<file path="src/rtl/devact_pkg.sv">
package devact_pkg;
  localparam int N_CLS  = 5;
  localparam int CLS_W  = 3;
  localparam int ADDR_W = 1;

  typedef enum logic [CLS_W-1:0] {
    CLS_SERIAL   = 3'd0,
    CLS_PARALLEL = 3'd1,
    CLS_FLOPPY   = 3'd2,
    CLS_KBD      = 3'd3,
    CLS_AUDIO    = 3'd4
  } dev_cls_e;

  localparam logic [ADDR_W-1:0] ADDR_CTRL = 1'b0;
  localparam logic [ADDR_W-1:0] ADDR_ACT  = 1'b1;

  localparam int CTRL_EN_BIT  = 0;
  localparam int CTRL_STS_BIT = 1;
endpackage

</file>
<file path="src/rtl/devact_rst_sync.sv">
module devact_rst_sync (
  input  logic clk,
  input  logic rst_n,
  output logic rst_sync_n
);
  logic [1:0] sync_q;

  always_ff @(posedge clk or negedge rst_n) begin
    if (!rst_n) sync_q <= 2'b00;
    else        sync_q <= {sync_q[0], 1'b1};
  end

  assign rst_sync_n = sync_q[1];
endmodule

</file>
<file path="src/rtl/devact_cls_dec.sv">
module devact_cls_dec
  import devact_pkg::*;
(
  input  logic             vld,
  input  logic [CLS_W-1:0] cls,
  output logic [N_CLS-1:0] hit
);
  for (genvar i = 0; i < N_CLS; i++) begin : g_cls
    assign hit[i] = vld && (cls == CLS_W'(i));
  end
endmodule

</file>
<file path="src/rtl/devact_minute_tmr.sv">
module devact_minute_tmr #(
  parameter int TICKS_PER_MIN = 60
) (
  input  logic clk,
  input  logic rst_n,
  input  logic en,
  input  logic tick,
  output logic expire
);
  localparam int CW = $clog2(TICKS_PER_MIN + 1);
  localparam logic [CW-1:0] LAST = CW'(TICKS_PER_MIN - 1);

  logic [CW-1:0] cnt_q, cnt_d;
  logic          cnt_ce;

  always_comb begin
    expire = en && tick && (cnt_q == LAST);
    cnt_ce = 1'b0;
    cnt_d  = cnt_q;
    if (!en) begin
      cnt_ce = (cnt_q != '0);
      cnt_d  = '0;
    end else if (tick) begin
      cnt_ce = 1'b1;
      cnt_d  = (cnt_q == LAST) ? '0 : cnt_q + 1'b1;
    end
  end

  always_ff @(posedge clk or negedge rst_n) begin
    if (!rst_n)      cnt_q <= '0;
    else if (cnt_ce) cnt_q <= cnt_d;
  end
endmodule

</file>
<file path="src/rtl/devact_w1c_bits.sv">
module devact_w1c_bits #(
  parameter int W = 1
) (
  input  logic         clk,
  input  logic         rst_n,
  input  logic [W-1:0] set,
  input  logic [W-1:0] clr,
  output logic [W-1:0] q
);
  for (genvar i = 0; i < W; i++) begin : g_bit
    logic d, ce;
    always_comb begin
      ce = set[i] || clr[i];
      d  = set[i] ? 1'b1 : 1'b0;
    end
    always_ff @(posedge clk or negedge rst_n) begin
      if (!rst_n)  q[i] <= 1'b0;
      else if (ce) q[i] <= d;
    end
  end
endmodule

</file>
<file path="src/rtl/devact_mon.sv">
module devact_mon
  import devact_pkg::*;
#(
  parameter int TICKS_PER_MIN = 60,
  parameter int DW            = 8
) (
  input  logic              clk,
  input  logic              rst_n,
  input  logic              reg_wr,
  input  logic [ADDR_W-1:0] reg_addr,
  input  logic [DW-1:0]     reg_wdata,
  output logic [DW-1:0]     reg_rdata,
  input  logic              acc_a_vld,
  input  logic [CLS_W-1:0]  acc_a_cls,
  input  logic              acc_b_vld,
  input  logic [CLS_W-1:0]  acc_b_cls,
  input  logic              tick,
  output logic              smi_req
);
  logic             rst_sync_n;
  logic [N_CLS-1:0] hit_a, hit_b, act_set, act_clr, act_sts;
  logic             wr_ctrl, wr_act;
  logic             tmr_en, tmr_en_d, tmr_expire, tmr_sts;
  logic             unused_wdata;

  devact_rst_sync u_rst (
    .clk(clk), .rst_n(rst_n), .rst_sync_n(rst_sync_n)
  );

  devact_cls_dec u_dec_a (.vld(acc_a_vld), .cls(acc_a_cls), .hit(hit_a));
  devact_cls_dec u_dec_b (.vld(acc_b_vld), .cls(acc_b_cls), .hit(hit_b));

  always_comb begin
    wr_ctrl  = reg_wr && (reg_addr == ADDR_CTRL);
    wr_act   = reg_wr && (reg_addr == ADDR_ACT);
    act_set  = hit_a | hit_b;
    act_clr  = wr_act ? reg_wdata[N_CLS-1:0] : '0;
    tmr_en_d = wr_ctrl ? reg_wdata[CTRL_EN_BIT] : tmr_en;
  end

  always_ff @(posedge clk or negedge rst_sync_n) begin
    if (!rst_sync_n)  tmr_en <= 1'b0;
    else if (wr_ctrl) tmr_en <= tmr_en_d;
  end

  devact_minute_tmr #(.TICKS_PER_MIN(TICKS_PER_MIN)) u_tmr (
    .clk(clk), .rst_n(rst_sync_n), .en(tmr_en), .tick(tick),
    .expire(tmr_expire)
  );

  devact_w1c_bits #(.W(N_CLS)) u_act (
    .clk(clk), .rst_n(rst_sync_n), .set(act_set), .clr(act_clr),
    .q(act_sts)
  );

  devact_w1c_bits #(.W(1)) u_tsts (
    .clk(clk), .rst_n(rst_sync_n), .set(tmr_expire),
    .clr(wr_ctrl && reg_wdata[CTRL_STS_BIT]), .q(tmr_sts)
  );

  always_comb begin
    smi_req = tmr_sts && tmr_en;
    if (reg_addr == ADDR_CTRL)
      reg_rdata = {{(DW-2){1'b0}}, tmr_sts, tmr_en};
    else
      reg_rdata = {{(DW-N_CLS){1'b0}}, act_sts};
  end

  assign unused_wdata = ^reg_wdata[DW-1:N_CLS];
endmodule

</file>
<file path="config.mk">
export PLATFORM = sky130hd
export DESIGN_NAME = devact_mon
export DESIGN_NICKNAME = d
export VERILOG_FILES = /design/src/rtl/devact_pkg.sv /design/src/rtl/devact_rst_sync.sv /design/src/rtl/devact_cls_dec.sv /design/src/rtl/devact_minute_tmr.sv /design/src/rtl/devact_w1c_bits.sv /design/src/rtl/devact_mon.sv
export SDC_FILE = /design/constraint.sdc
export NUM_CORES = 1
export LEC_CHECK = 0
export BUFFER_PORTS_ARGS = -buffer_cell sky130_fd_sc_hd__buf_2
export CORE_UTILIZATION = 54
export CTS_CLUSTER_DIAMETER = 50
export DETAILED_ROUTE_END_ITERATION = 6
export PLACE_DENSITY = 0.93
export SLEW_MARGIN = 40
export SYNTH_ARGS = -nofsm -noshare
export SYNTH_HDL_FRONTEND = slang
export SYNTH_HIERARCHICAL = 1
export SYNTH_SLANG_ARGS = --single-unit
</file>
<file path="constraint.sdc">
create_clock -name clk -period 1.4 [get_ports clk]
set_input_delay 0.14 -clock clk [delete_from_list [all_inputs] [get_ports clk]]
set_output_delay 0.14 -clock clk [all_outputs]
set_load 0.02 [all_outputs]
</file>
# Word-level counts from Yosys, hierarchy flattened
# Index checks and enable logic that the tools add are counted.
# op_classes
add_sub_neg	1
n_eq_ne	10
mux	13
bitwise_logic	2
n_reduce_logical	26
# op_table
operator	n
6-bit two-way mux	3
1-bit logical AND	16
3-bit by 2-bit == test with 1-bit output (second input constant)	4
5-bit two-way mux	2
1-bit two-way mux	8
6-bit by 1-bit adder with 6-bit output (second input constant)	1
3-bit by 1-bit == test with 1-bit output (second input constant)	2
3-bit == test (second input constant)	2
6-bit == test (second input constant)	1
3-bit zero test	2
1-bit logical OR	6
6-bit nonzero test	1
5-bit OR	1
2-bit != test (second input constant)	1
2-bit AND reduction	1
1-bit NOT	1
# word_totals
ff_bits	15
in_bits	21
wordCells	61

# Depth between registers and ports, before layout
# logic_depth
ltp_word	4
mapped_depth	5
ltp_nobuf	5

# Modules after synthesis
# The synthesis kept the hierarchy.
# modules_own_cells
mod	instances	cells_each	area_each_um2	seq_area_each_um2
devact_minute_tmr	1	41	376.6	150.1
devact_mon	1	26	205.2	25.0
devact_w1c_bits at u_act	1	15	181.4	125.1
devact_cls_dec	2	5	63.8	0.0
devact_rst_sync	1	3	53.8	50.0
devact_w1c_bits at u_tsts	1	3	36.3	25.0

# Worst setup path before layout
# OpenSTA, ideal clock, no wires.
# synth_path
path_type	reg-to-reg
startpoint	register u_tmr.cnt_q[0]
endpoint	register u_tsts.q
setup_ps	118
arrival_ps	1126
setup_slack_ps	156
stages_incl_launch_ff	6
period_less_slack_ps	1244
cell_sequence	dfrtp_1 > ha_1 > and2b_1 > nand4_1 > nor2_1 > a21o_1
# synth_between
elab_chain_len	3
# synth_rtl
item	line_no	text
from (decl)	devact_minute_tmr.sv:13	logic [CW-1:0] cnt_q, cnt_d;
from (signal assigned)	devact_minute_tmr.sv:31	else if (cnt_ce) cnt_q <= cnt_d;
6-bit == test (*)	devact_minute_tmr.sv:17	expire = en && tick && (cnt_q == LAST);
1-bit logical AND (*)	devact_minute_tmr.sv:17	
named net tmr_expire	devact_mon.sv:23	logic tmr_en, tmr_en_d, tmr_expire, tmr_sts;
1-bit two-way mux or 1-bit logical OR (tied branches)	devact_w1c_bits.sv:14, devact_w1c_bits.sv:13	
to (signal, indexed assignment)	devact_w1c_bits.sv:17	if (!rst_n) q[i] <= 1'b0;
to (signal, indexed assignment)	devact_w1c_bits.sv:18	else if (ce) q[i] <= d;
to (decl)	devact_w1c_bits.sv:8	output logic [W-1:0] q
# Mark *: on every way through the listed nets, which the timed path passes. The rest lies on a longest branch.
# A chain may end at the register's enable or synchronous reset.

# Final worst setup path
# layout_path
startpoint	register u_tmr.cnt_q[0]
endpoint	register u_tmr.cnt_q[0]
# layout_between
elab_chain_len	4
# layout_rtl
item	line_no	text
6-bit by 1-bit adder with 6-bit output or 6-bit == test (tied branches)	devact_minute_tmr.sv:25	cnt_d = (cnt_q == LAST) ? '0 : cnt_q + 1'b1;
6-bit two-way mux	devact_minute_tmr.sv:25	
6-bit two-way mux	devact_minute_tmr.sv:23	end else if (tick) begin
6-bit two-way mux	devact_minute_tmr.sv:20	if (!en) begin
# Several ways; a longest one is shown, not always the timed one. The select of a mux whose other input is x is not followed.

==> results.yml <==
outcome:
  status: "finished clean"
synthesis:
  synthDistinctLibCells: 34
  ys_ff_latch: 15
  synth_flop_cell: "dfrtp_1"
  ys_warn_count: 6
  netlist_instances: 98
  synth_seq_area_share: 0.383
  synth_area_per_cell_sq_um: 10.0
  ys_async_sr_fraction: 1.00
  syn-cell-area_sq_um: 981
  synth_edf_count: 0
timing:
  slew_headroom: 0.656
  tns_ns: 0
  timing.final.crit_period_ns: 1.37
  rsz0062_at_grt: "false"
  fin_crit_sh: 0.981
  skew_ns: 0.00467
  fin_hold_ws_ns: 0.0969
  hold_violations: 0
  fmax_mhz: 728
  slew_viol_final: 0
  tightest_slew_ns: 0.516
  setup_viol: 0
cells_and_area:
  drive_gt1_frac: 0.423
  area_growth_pct: 18.4
  post-route-cell-area_sq_um: 1160
  antenna_cells: 0
  nNetsFinal: 147
  final_core_util: 0.680
clock_network:
  cts_buffers: 3
  root_buffer: "clkbuf_4"
  cts_buffer_depth: 2
  cts-htree-levels: 1
  cts_tree: "done"
  cts.sinks: 15
  cts.clk_slew.worst_paths_ns: 0.10
  clk_latency_ns: 0.29
detailed_routing:
  drt_iter0_drc: 30
  vias: 819
  wire_per_inst_microns: 13.8
  routed_via_density: 5.53
  routed_wirelength_microns: 2040
  drt_pre_antenna_iters: 4
  drc: 0
  detail-route-antenna-nets: 0
worst_setup_path:
  r2r_end: "u_tmr/cnt_q[0]$_DFFE_PN0P_"
  arrival_ns: 1.55
  critPathRequiredTime_ns: 1.58
  cp-end-kind: "flop"
  critPathKind: "reg2reg"
  worstRegToRegCells: 5
  r2r_setup_slack_ns: 0.03
  cp_max_fo: 3
  reg2reg_from: "u_tmr/cnt_q[0]$_DFFE_PN0P_"
  startpoint_type: "flop"
global_routing:
  antenna_found_initial: 0
  grt.total_usage: 0.223
  grt_first_pass_wirelength_microns: 3160
  grt_max_degree: 14
  grt_pass1_vias: 721
  grt_overflow: 0
pwr:
  power_uw: 1210
  p_leak_uw: 0.000604
  power_density_nw_per_um2: 1040
  vdd_ir_drop_max_mv: 0.683
flow_run:
  max_cap_violations: 0
placed_design:
  io_buffers: 23
  placed_area_sq_um: 1100
  dp_hpwl_microns: 1510
  gp_congestion: 0.750
floorplan:
  die_x_microns: 44.6
  dieArea_sq_um: 1990
  coreArea_sq_um: 1710
  initial_utilization: 0.574
  row_count: 15
  io_pins: 30
  dieHeight_microns: 44.6
hold_path:
  worstHoldStart: "reg_wdata[0]"
  hp-class: "in2reg"
  hold_depth: 2
  hold_end: "tmr_en$_DFFE_PN0P_"
[synthesized netlist by cell type (2+ instances only)]
master / count / share of area
dfrtp_1: 15 / 0.38
inv_1: 10 / 0.038
a21o_1: 6 / 0.046
and4bb_2: 6 / 0.077
and3_1: 5 / 0.032
nor2_1: 5 / 0.019
or2_2: 5 / 0.032
and2_1: 4 / 0.026
buf_4: 4 / 0.031
nand2_1: 4 / 0.015
mux2_4: 3 / 0.046
a21oi_1: 2 / 0.010
a41o_1: 2 / 0.020
and4b_2: 2 / 0.023
conb_1: 2 / 0.0077
ha_1: 2 / 0.026
nand3_1: 2 / 0.010
nand3b_1: 2 / 0.015
nor4b_2: 2 / 0.031
[worst max path at each step]
stage | start | to | slack, ns | depth (start not counted)
CTS | u_tmr/cnt_q[1]$_DFFE_PN0P_ | u_tmr/cnt_q[2]$_DFFE_PN0P_ | 0.02 | 4
floorplan | u_tmr/cnt_q[0]$_DFFE_PN0P_ | u_tsts/q$_DFFE_PN0P_ | 0.16 | 5
global route | tmr_en$_DFFE_PN0P_ | reg_rdata[0] | 0.008 | 2
detailed placement | u_tmr/cnt_q[1]$_DFFE_PN0P_ | u_tmr/cnt_q[2]$_DFFE_PN0P_ | 0.06 | 4
finish | u_tmr/cnt_q[0]$_DFFE_PN0P_ | u_tmr/cnt_q[0]$_DFFE_PN0P_ | 0.03 | 5
global placement | u_tmr/cnt_q[1]$_DFFE_PN0P_ | u_tmr/cnt_q[2]$_DFFE_PN0P_ | 0.08 | 4
[state kept, by name, indices dropped and copies added (netlist names)]
signal and cells:
tmr_en 1, u_tsts/q 1, u_tmr/cnt_q 6, u_rst/sync_q 2, u_act/q 5
[cells in the final DEF (no fill, tap or decap), types with 2 or more instances in the layout]
cell type and count:
and4b_2 2, or2_2 5, nor2_1 5, inv_1 10, dfrtp_1 13, conb_1 4
and3_1 5, nand3_1 2, buf_2 23, clkbuf_4 3, nand3b_1 2, mux2_4 3
a21oi_1 2, a41o_1 2, a21o_1 6, nand2_1 4, nor4b_2 3, and4bb_2 6
dfrtp_2 2, and2_1 4
[kinds of logic (layout without fill, tap and decap cells)]
family / Yosys count / in the layout / synth area share
adders and majority gates: 2 / 2 / 0.0255
and+or+nand+nor: 44 / 44 / 0.337
muxes: 3 / 3 / 0.0459
buffers and inverters: 16 / 39 / 0.0791
AOI/OAI and AO/OA: 16 / 16 / 0.122
other: 2 / 4 / 0.00766
DFF: 15 / 15 / 0.383
[critical path: stages (launching register included)]
cell and delay [ns]:
dfrtp_1 0.43, inv_1 0.07, ha_1 0.19, nor4b_2 0.16, o2bb2ai_1 0.17, a22o_1 0.26
[per-layer routing]
metal / vias up / GRT usage / share of wire
li1: 391 / - / -
met1: 380 / 0.273 / 0.39
met4: 0 / 0.121 / 0.0083
met5: - / 0 / 0
met3: 4 / 0.0245 / 0.062
met2: 44 / 0.382 / 0.53
[area by class of cell]
| class | count | area (sq um) |
|---|---|---|
| Multi-Input combinational cell | 69 | 554 |
| Fill cell | 134 | 547 |
| Sequential cell | 15 | 378 |
| Timing Repair Buffer | 25 | 133 |
| Inverter | 10 | 37.5 |
| Tap cell | 25 | 31.3 |
| Clock buffer | 3 | 22.5 |
| Clock inverter | 1 | 5.00 |
[where the power goes]
group	switching [uW]	internal, uW	leakage, uW
Sequential	87.5	500	0.000186
Combinational	175	190	0.000400
Clock	152	106	0.0000177
[repair_timing]
item,in CTS,in global routing
endpoints found under the hold margin,2,0
hold buffers,1,0
setup endpoints to repair,1,6
gates resized for setup,1,4
pin swaps,0,2
setup buffers,0,0
cloned,0,0
[metrics by stage]
stage | std cells | setup slack [ns]
2_1_floorplan | 100 | 0.156
3_3_place_gp | 143 | 0.0813
6_report | 148 | 0.0268
3_5_place_dp | 143 | 0.0553
4_1_cts | 148 | 0.0216
5_1_grt | 148 | 0.00802
(Power assumes the default switching activity.)
